File: src/rtl/irqc_pkg.sv
package irqc_pkg;
  localparam int NSRC  = 5;
  localparam int SRC_W = $clog2(NSRC);
  localparam int NEXT  = 2;

  typedef logic [SRC_W-1:0] src_idx_t;

  typedef enum logic [SRC_W-1:0] {
    SRC_EXT0 = 3'd0,
    SRC_TMR0 = 3'd1,
    SRC_EXT1 = 3'd2,
    SRC_TMR1 = 3'd3,
    SRC_SER  = 3'd4
  } src_e;

  // Source index for external pin k: external pins sit on even slots.
  function automatic src_idx_t ext_slot(input int k);
    return src_idx_t'(2 * k);
  endfunction
endpackage

File: src/rtl/irqc_ext_sync.sv
module irqc_ext_sync #(
  parameter int STAGES = 2
) (
  input  logic clk,
  input  logic rst,
  input  logic pin_n_i,
  input  logic edge_mode_i,
  input  logic clr_i,
  output logic flag_o
);
  logic [STAGES-1:0] shreg_q;
  logic              prev_q;
  logic              latch_q;
  logic              synced;
  logic              fall;

  assign synced = shreg_q[STAGES-1];
  assign fall   = prev_q & ~synced;

  always_ff @(posedge clk) begin
    if (rst) begin
      shreg_q <= '1;
      prev_q  <= 1'b1;
      latch_q <= 1'b0;
    end else begin
      shreg_q <= {shreg_q[STAGES-2:0], pin_n_i};
      prev_q  <= synced;
      if (!edge_mode_i)
        latch_q <= 1'b0;
      else if (fall)
        latch_q <= 1'b1;
      else if (clr_i)
        latch_q <= 1'b0;
    end
  end

  assign flag_o = edge_mode_i ? latch_q : ~synced;
endmodule

File: src/rtl/irqc_arbiter.sv
module irqc_arbiter
  import irqc_pkg::*;
#(
  parameter int N = NSRC
) (
  input  logic [N-1:0] pend_i,
  input  logic [N-1:0] prio_i,
  input  logic         ins_hi_i,
  input  logic         ins_lo_i,
  output logic         valid_o,
  output src_idx_t     idx_o,
  output logic         hi_o
);
  logic [N-1:0] elig_hi, elig_lo;
  src_idx_t     hi_idx, lo_idx;

  assign elig_hi = pend_i &  prio_i & {N{~ins_hi_i}};
  assign elig_lo = pend_i & ~prio_i & {N{~ins_hi_i & ~ins_lo_i}};

  always_comb begin
    hi_idx = '0;
    lo_idx = '0;
    for (int i = N-1; i >= 0; i--) begin
      if (elig_hi[i]) hi_idx = src_idx_t'(i);
      if (elig_lo[i]) lo_idx = src_idx_t'(i);
    end
  end

  always_comb begin
    if (|elig_hi) begin
      valid_o = 1'b1;
      idx_o   = hi_idx;
      hi_o    = 1'b1;
    end else if (|elig_lo) begin
      valid_o = 1'b1;
      idx_o   = lo_idx;
      hi_o    = 1'b0;
    end else begin
      valid_o = 1'b0;
      idx_o   = '0;
      hi_o    = 1'b0;
    end
  end
endmodule

File: src/rtl/irqc_nest.sv
module irqc_nest (
  input  logic clk,
  input  logic rst,
  input  logic take_i,
  input  logic take_hi_i,
  input  logic reti_i,
  output logic ins_hi_o,
  output logic ins_lo_o
);
  logic hi_q, lo_q, hi_n, lo_n;

  always_comb begin
    hi_n = hi_q;
    lo_n = lo_q;
    if (reti_i) begin
      if (hi_q) hi_n = 1'b0;
      else      lo_n = 1'b0;
    end
    if (take_i) begin
      if (take_hi_i) hi_n = 1'b1;
      else           lo_n = 1'b1;
    end
  end

  always_ff @(posedge clk) begin
    if (rst) begin
      hi_q <= 1'b0;
      lo_q <= 1'b0;
    end else begin
      hi_q <= hi_n;
      lo_q <= lo_n;
    end
  end

  assign ins_hi_o = hi_q;
  assign ins_lo_o = lo_q;
endmodule

File: src/rtl/irqc_top.sv
module irqc_top
  import irqc_pkg::*;
#(
  parameter int VEC_W      = 16,
  parameter int VEC_BASE   = 3,
  parameter int VEC_STRIDE = 8,
  parameter int SYNC_ST    = 2,
  parameter int EN_W       = 8
) (
  input  logic               clk,
  input  logic               rst,
  input  logic [NEXT-1:0]    ext_n_i,
  input  logic [NEXT-1:0]    ext_edge_i,
  input  logic [1:0]         tmr_ovf_i,
  input  logic               ser_rx_i,
  input  logic               ser_tx_i,
  input  logic [EN_W-1:0]    en_i,
  input  logic [NSRC-1:0]    prio_i,
  input  logic               irq_ack_i,
  input  logic               reti_i,
  output logic               irq_req_o,
  output logic [VEC_W-1:0]   irq_vec_o,
  output logic [1:0]         irq_active_o
);
  localparam int GLOBAL_BIT = EN_W - 1;

  logic [NEXT-1:0] ext_flag;
  logic [NSRC-1:0] pend, masked;
  logic            win_valid, win_hi;
  src_idx_t        win_idx;
  logic            ins_hi, ins_lo;
  logic            take;

  logic             req_q, hi_q;
  src_idx_t         src_q;
  logic [VEC_W-1:0] vec_q;

  assign take = irq_ack_i & req_q;

  for (genvar k = 0; k < NEXT; k++) begin : g_ext
    irqc_ext_sync #(.STAGES(SYNC_ST)) u_sync (
      .clk         (clk),
      .rst         (rst),
      .pin_n_i     (ext_n_i[k]),
      .edge_mode_i (ext_edge_i[k]),
      .clr_i       (take && (src_q == ext_slot(k))),
      .flag_o      (ext_flag[k])
    );
  end

  assign pend[SRC_EXT0] = ext_flag[0];
  assign pend[SRC_TMR0] = tmr_ovf_i[0];
  assign pend[SRC_EXT1] = ext_flag[1];
  assign pend[SRC_TMR1] = tmr_ovf_i[1];
  assign pend[SRC_SER]  = ser_rx_i | ser_tx_i;

  assign masked = pend & en_i[NSRC-1:0] & {NSRC{en_i[GLOBAL_BIT]}};

  irqc_arbiter #(.N(NSRC)) u_arb (
    .pend_i   (masked),
    .prio_i   (prio_i),
    .ins_hi_i (ins_hi),
    .ins_lo_i (ins_lo),
    .valid_o  (win_valid),
    .idx_o    (win_idx),
    .hi_o     (win_hi)
  );

  irqc_nest u_nest (
    .clk       (clk),
    .rst       (rst),
    .take_i    (take),
    .take_hi_i (hi_q),
    .reti_i    (reti_i),
    .ins_hi_o  (ins_hi),
    .ins_lo_o  (ins_lo)
  );

  always_ff @(posedge clk) begin
    if (rst) begin
      req_q <= 1'b0;
      hi_q  <= 1'b0;
      src_q <= '0;
      vec_q <= '0;
    end else begin
      req_q <= win_valid & ~take;
      hi_q  <= win_hi;
      src_q <= win_idx;
      vec_q <= (win_valid & ~take)
               ? VEC_W'(VEC_BASE + VEC_STRIDE * int'(win_idx))
               : '0;
    end
  end

  assign irq_req_o    = req_q;
  assign irq_vec_o    = vec_q;
  assign irq_active_o = {ins_hi, ins_lo};
endmodule

File: config.mk
export PLATFORM = sky130hd
export DESIGN_NAME = irqc_top
export DESIGN_NICKNAME = d
export VERILOG_FILES = /design/src/rtl/irqc_pkg.sv /design/src/rtl/irqc_ext_sync.sv /design/src/rtl/irqc_arbiter.sv /design/src/rtl/irqc_nest.sv /design/src/rtl/irqc_top.sv
export SDC_FILE = /design/constraint.sdc
export NUM_CORES = 1
export LEC_CHECK = 0
export ABC_AREA = 1
export BUFFER_PORTS_ARGS = -buffer_cell sky130_fd_sc_hd__buf_2
export CAP_MARGIN = 10
export CORE_MARGIN = 2
export CORE_UTILIZATION = 36
export CTS_CLUSTER_DIAMETER = 120
export DETAILED_ROUTE_END_ITERATION = 16
export PLACE_DENSITY = 0.64
export SYNTH_ARGS = -nofsm -noshare
export SYNTH_HDL_FRONTEND = slang
export SYNTH_SLANG_ARGS = --single-unit
File: constraint.sdc
create_clock -name clk -period 1.3 [get_ports clk]
set_input_delay 0.13 -clock clk [delete_from_list [all_inputs] [get_ports clk]]
set_output_delay 0.13 -clock clk [all_outputs]
set_load 0.05 [all_outputs]
==> metrics.yaml <==
run_status: "finished with violations"
violations: "setup timing"
criticalPathCategory: "flip-flop to flip-flop"
final_area_sq_um: 1260
ios: 44
p_sw_mw: 0.406
post-dp-hpwl_um: 1520
met2_wirelength_um: 1010
final_common_cell: "buf_2"
cap_violations: 0
die-area_sq_um: 3210
syn_to_final_growth_pct: 26.0
synthDistinctLibCells: 20
power_density_nw_per_um2: 975
chipHeight_um: 56.6
cts_sinks: 19
gr-total-overflow: 0
row_count: 19
ys_seq_area_share_pct: 38.1
hold_path_class: "input port to flip-flop"
drive_gt1_share_pct: 42.0
crit_chain: "inv_6 -> nand2_8 -> inv_4 -> nand2_1 -> nor2_2 -> nor2_2 -> nand2_1 -> nor2_1 -> nand2_1 -> nand2_4 -> nor2_1"
met3_length_um: 103
path_buf_inv: 2
synth_seq_cells: 19
cp_top_family: "simple AND/OR/NAND/NOR gates"
p_seq_share_pct: 50.5
multiInputGateArea_sq_um: 518
post-place-ws_ps: -55.9
antenna_found_initial: 0
max_freq_mhz: 760
drtIter0Drc: 7
slowest_stage: "dfxtp_4"
syn_avg_cell_area_sq_um: 6.74
required_ps: 1490
yosys_warnings: 0
cts_inserted_buffers: 3
gp_congestion: 0.798
top_layer: "met4"
worst_slack_ps: -15.6
grt_pass1_wl_um: 3220
vias_per_cell: 4.38
synthCells: 148
finalCritPeriodShare_pct: 101
detail_route.wl_per_cell_um: 9.18
cts_tree: "yes"
switching_share_pct: 33.1
start_kind: "flip-flop"
fin_crit_ps: 1320
cts_buffer_depth: 2
antenna_left: 0
start_util_pct: 37.1
combPwrFrac_pct: 26.9
fp.dieW_um: 56.6
path_depth: 11
cpMostUsedCell: "nand2_1"
port_buffers: 30
first_pass_iters: 5
clock_skew_ps: 1.17
antenna_cells: 0
dpl_cell_area_sq_um: 1130
grt_pass1_vias: 802
coreArea_sq_um: 2690
power.internal_mw: 0.819
slew_viol_final: 0
worstSkewPairLatency_ps: 280
final_cell_mix: "buf_2 (30), nand2_1 (25), inv_1 (21)"
grt_usage_pct: 12.6
finalHoldViolCount: 0
max_stage_delay_ps: 390
drc_errors: 0
setup_viol_count_final: 3
register_area_sq_um: 388
arrival_ps: 1500
hold_depth: 2
cp_max_fo: 5
nets: 207
grt_max_degree: 16
irDropWorstVdd_mv: 0.743
mappedNetlistArea_sq_um: 997
clkPwrFrac_pct: 22.6
clk_pin_slew_ps: 90
met1_length_um: 812
wl_um: 1950
ff2ff_path_depth: 11
hold_buffers: 0
vias: 928
rsz0062_at_grt: "yes"
cts-htree-levels: 1
fillers: 281
end_kind: "flip-flop"
cts_root_buf: "clkbuf_4"
leakagePower_nw: 0.674
[power groups by stage]
stage	sequential (mW)	combinational (mW)	clock, mW
2_1_floorplan	0.666	0.220	0
3_3_place_gp	0.632	0.294	0
3_5_place_dp	0.633	0.298	0
4_1_cts	0.619	0.309	0.288
5_1_grt	0.622	0.357	0.324
6_report	0.619	0.329	0.277
[final timing paths]
check | start | endpoint | slack (ps)
setup / recovery | u_nest.ins_hi_o | irq_vec_o[5] | -20
hold / removal | ext_n_i[1] | g_ext[1].u_sync.shreg_q[0] | 20
setup reg to reg | u_nest.ins_hi_o | irq_vec_o[5] | -20
hold reg to reg | g_ext[1].u_sync.shreg_q[0] | g_ext[1].u_sync.shreg_q[1] | 420
[area by class of cell]
type,instances,share of cell area (%)
repair buffers,34,14.3
multi-input cells,98,41.2
inverters,26,8.37
well taps,31,3.09
flip-flops and latches,19,30.9
clock buffers,4,2.09
[synth_stat cells, drive strengths merged]
cell type  count  share of area [%]
a21oi          6                3.0
clkbuf         1               0.38
conb           1               0.38
buf           14                 11
dfxtp         19                 38
or2            7                4.4
nand3          7                4.0
o21ai          3                1.5
nand4          1               0.63
inv           26                9.8
a22oi          1               0.75
nor2          25                 10
nor3           7                4.0
nand2         30                 12
[kinds of logic (layout without fill, tap and decap cells)]
logic type | after synthesis | in the layout | synth area share, %
AOI/OAI and AO/OA | 10 | 10 | 5.27
buffers and inverters | 41 | 64 | 20.7
DFF | 19 | 19 | 38.1
other | 1 | 11 | 0.376
and+or+nand+nor | 77 | 77 | 35.5
[layer usage]
metal,vias up,track usage [%]
li1,490,-
met1,406,14.5
met2,30,21.8
met3,2,2.76
met4,0,6.46
met5,-,0
[state kept, by name, summed over array words and instances (netlist names)]
signal	flops
g_ext.u_sync.latch_q	2
g_ext.u_sync.prev_q	2
g_ext.u_sync.shreg_q	4
hi_q	1
irq_req_o	1
irq_vec_o	4
src_q	3
u_nest.ins_hi_o	1
u_nest.ins_lo_o	1
[worst reg2reg max path: cells and delay by family, from the launching register on]
kind,cells,cell delay [ps]
buf+inv,2,90
flops,1,390
simple gates,9,730
[metrics by stage]
step / hold slack, ps / power, mW / utilization [%] / cells / setup TNS [ps]
6_report: 19.9 / 1.23 / 46.8 / 212 / -34.1
3_5_place_dp: 315 / 0.931 / 42.1 / 206 / -289
5_1_grt: 3.26 / 1.30 / 46.8 / 212 / -634
2_1_floorplan: 234 / 0.886 / - / 158 / 0
3_3_place_gp: 312 / 0.926 / 42.1 / 206 / -79.0
4_1_cts: 13.3 / 1.22 / 44.7 / 212 / -63.4
[timing repair]
action / in CTS / in global routing
endpoints found under the setup margin: 6 / 9
setup buffers: 2 / 0
gates resized for setup: 11 / 19
pin swaps: 12 / 15
No activity file was read; power rests on OpenSTA's default activity.
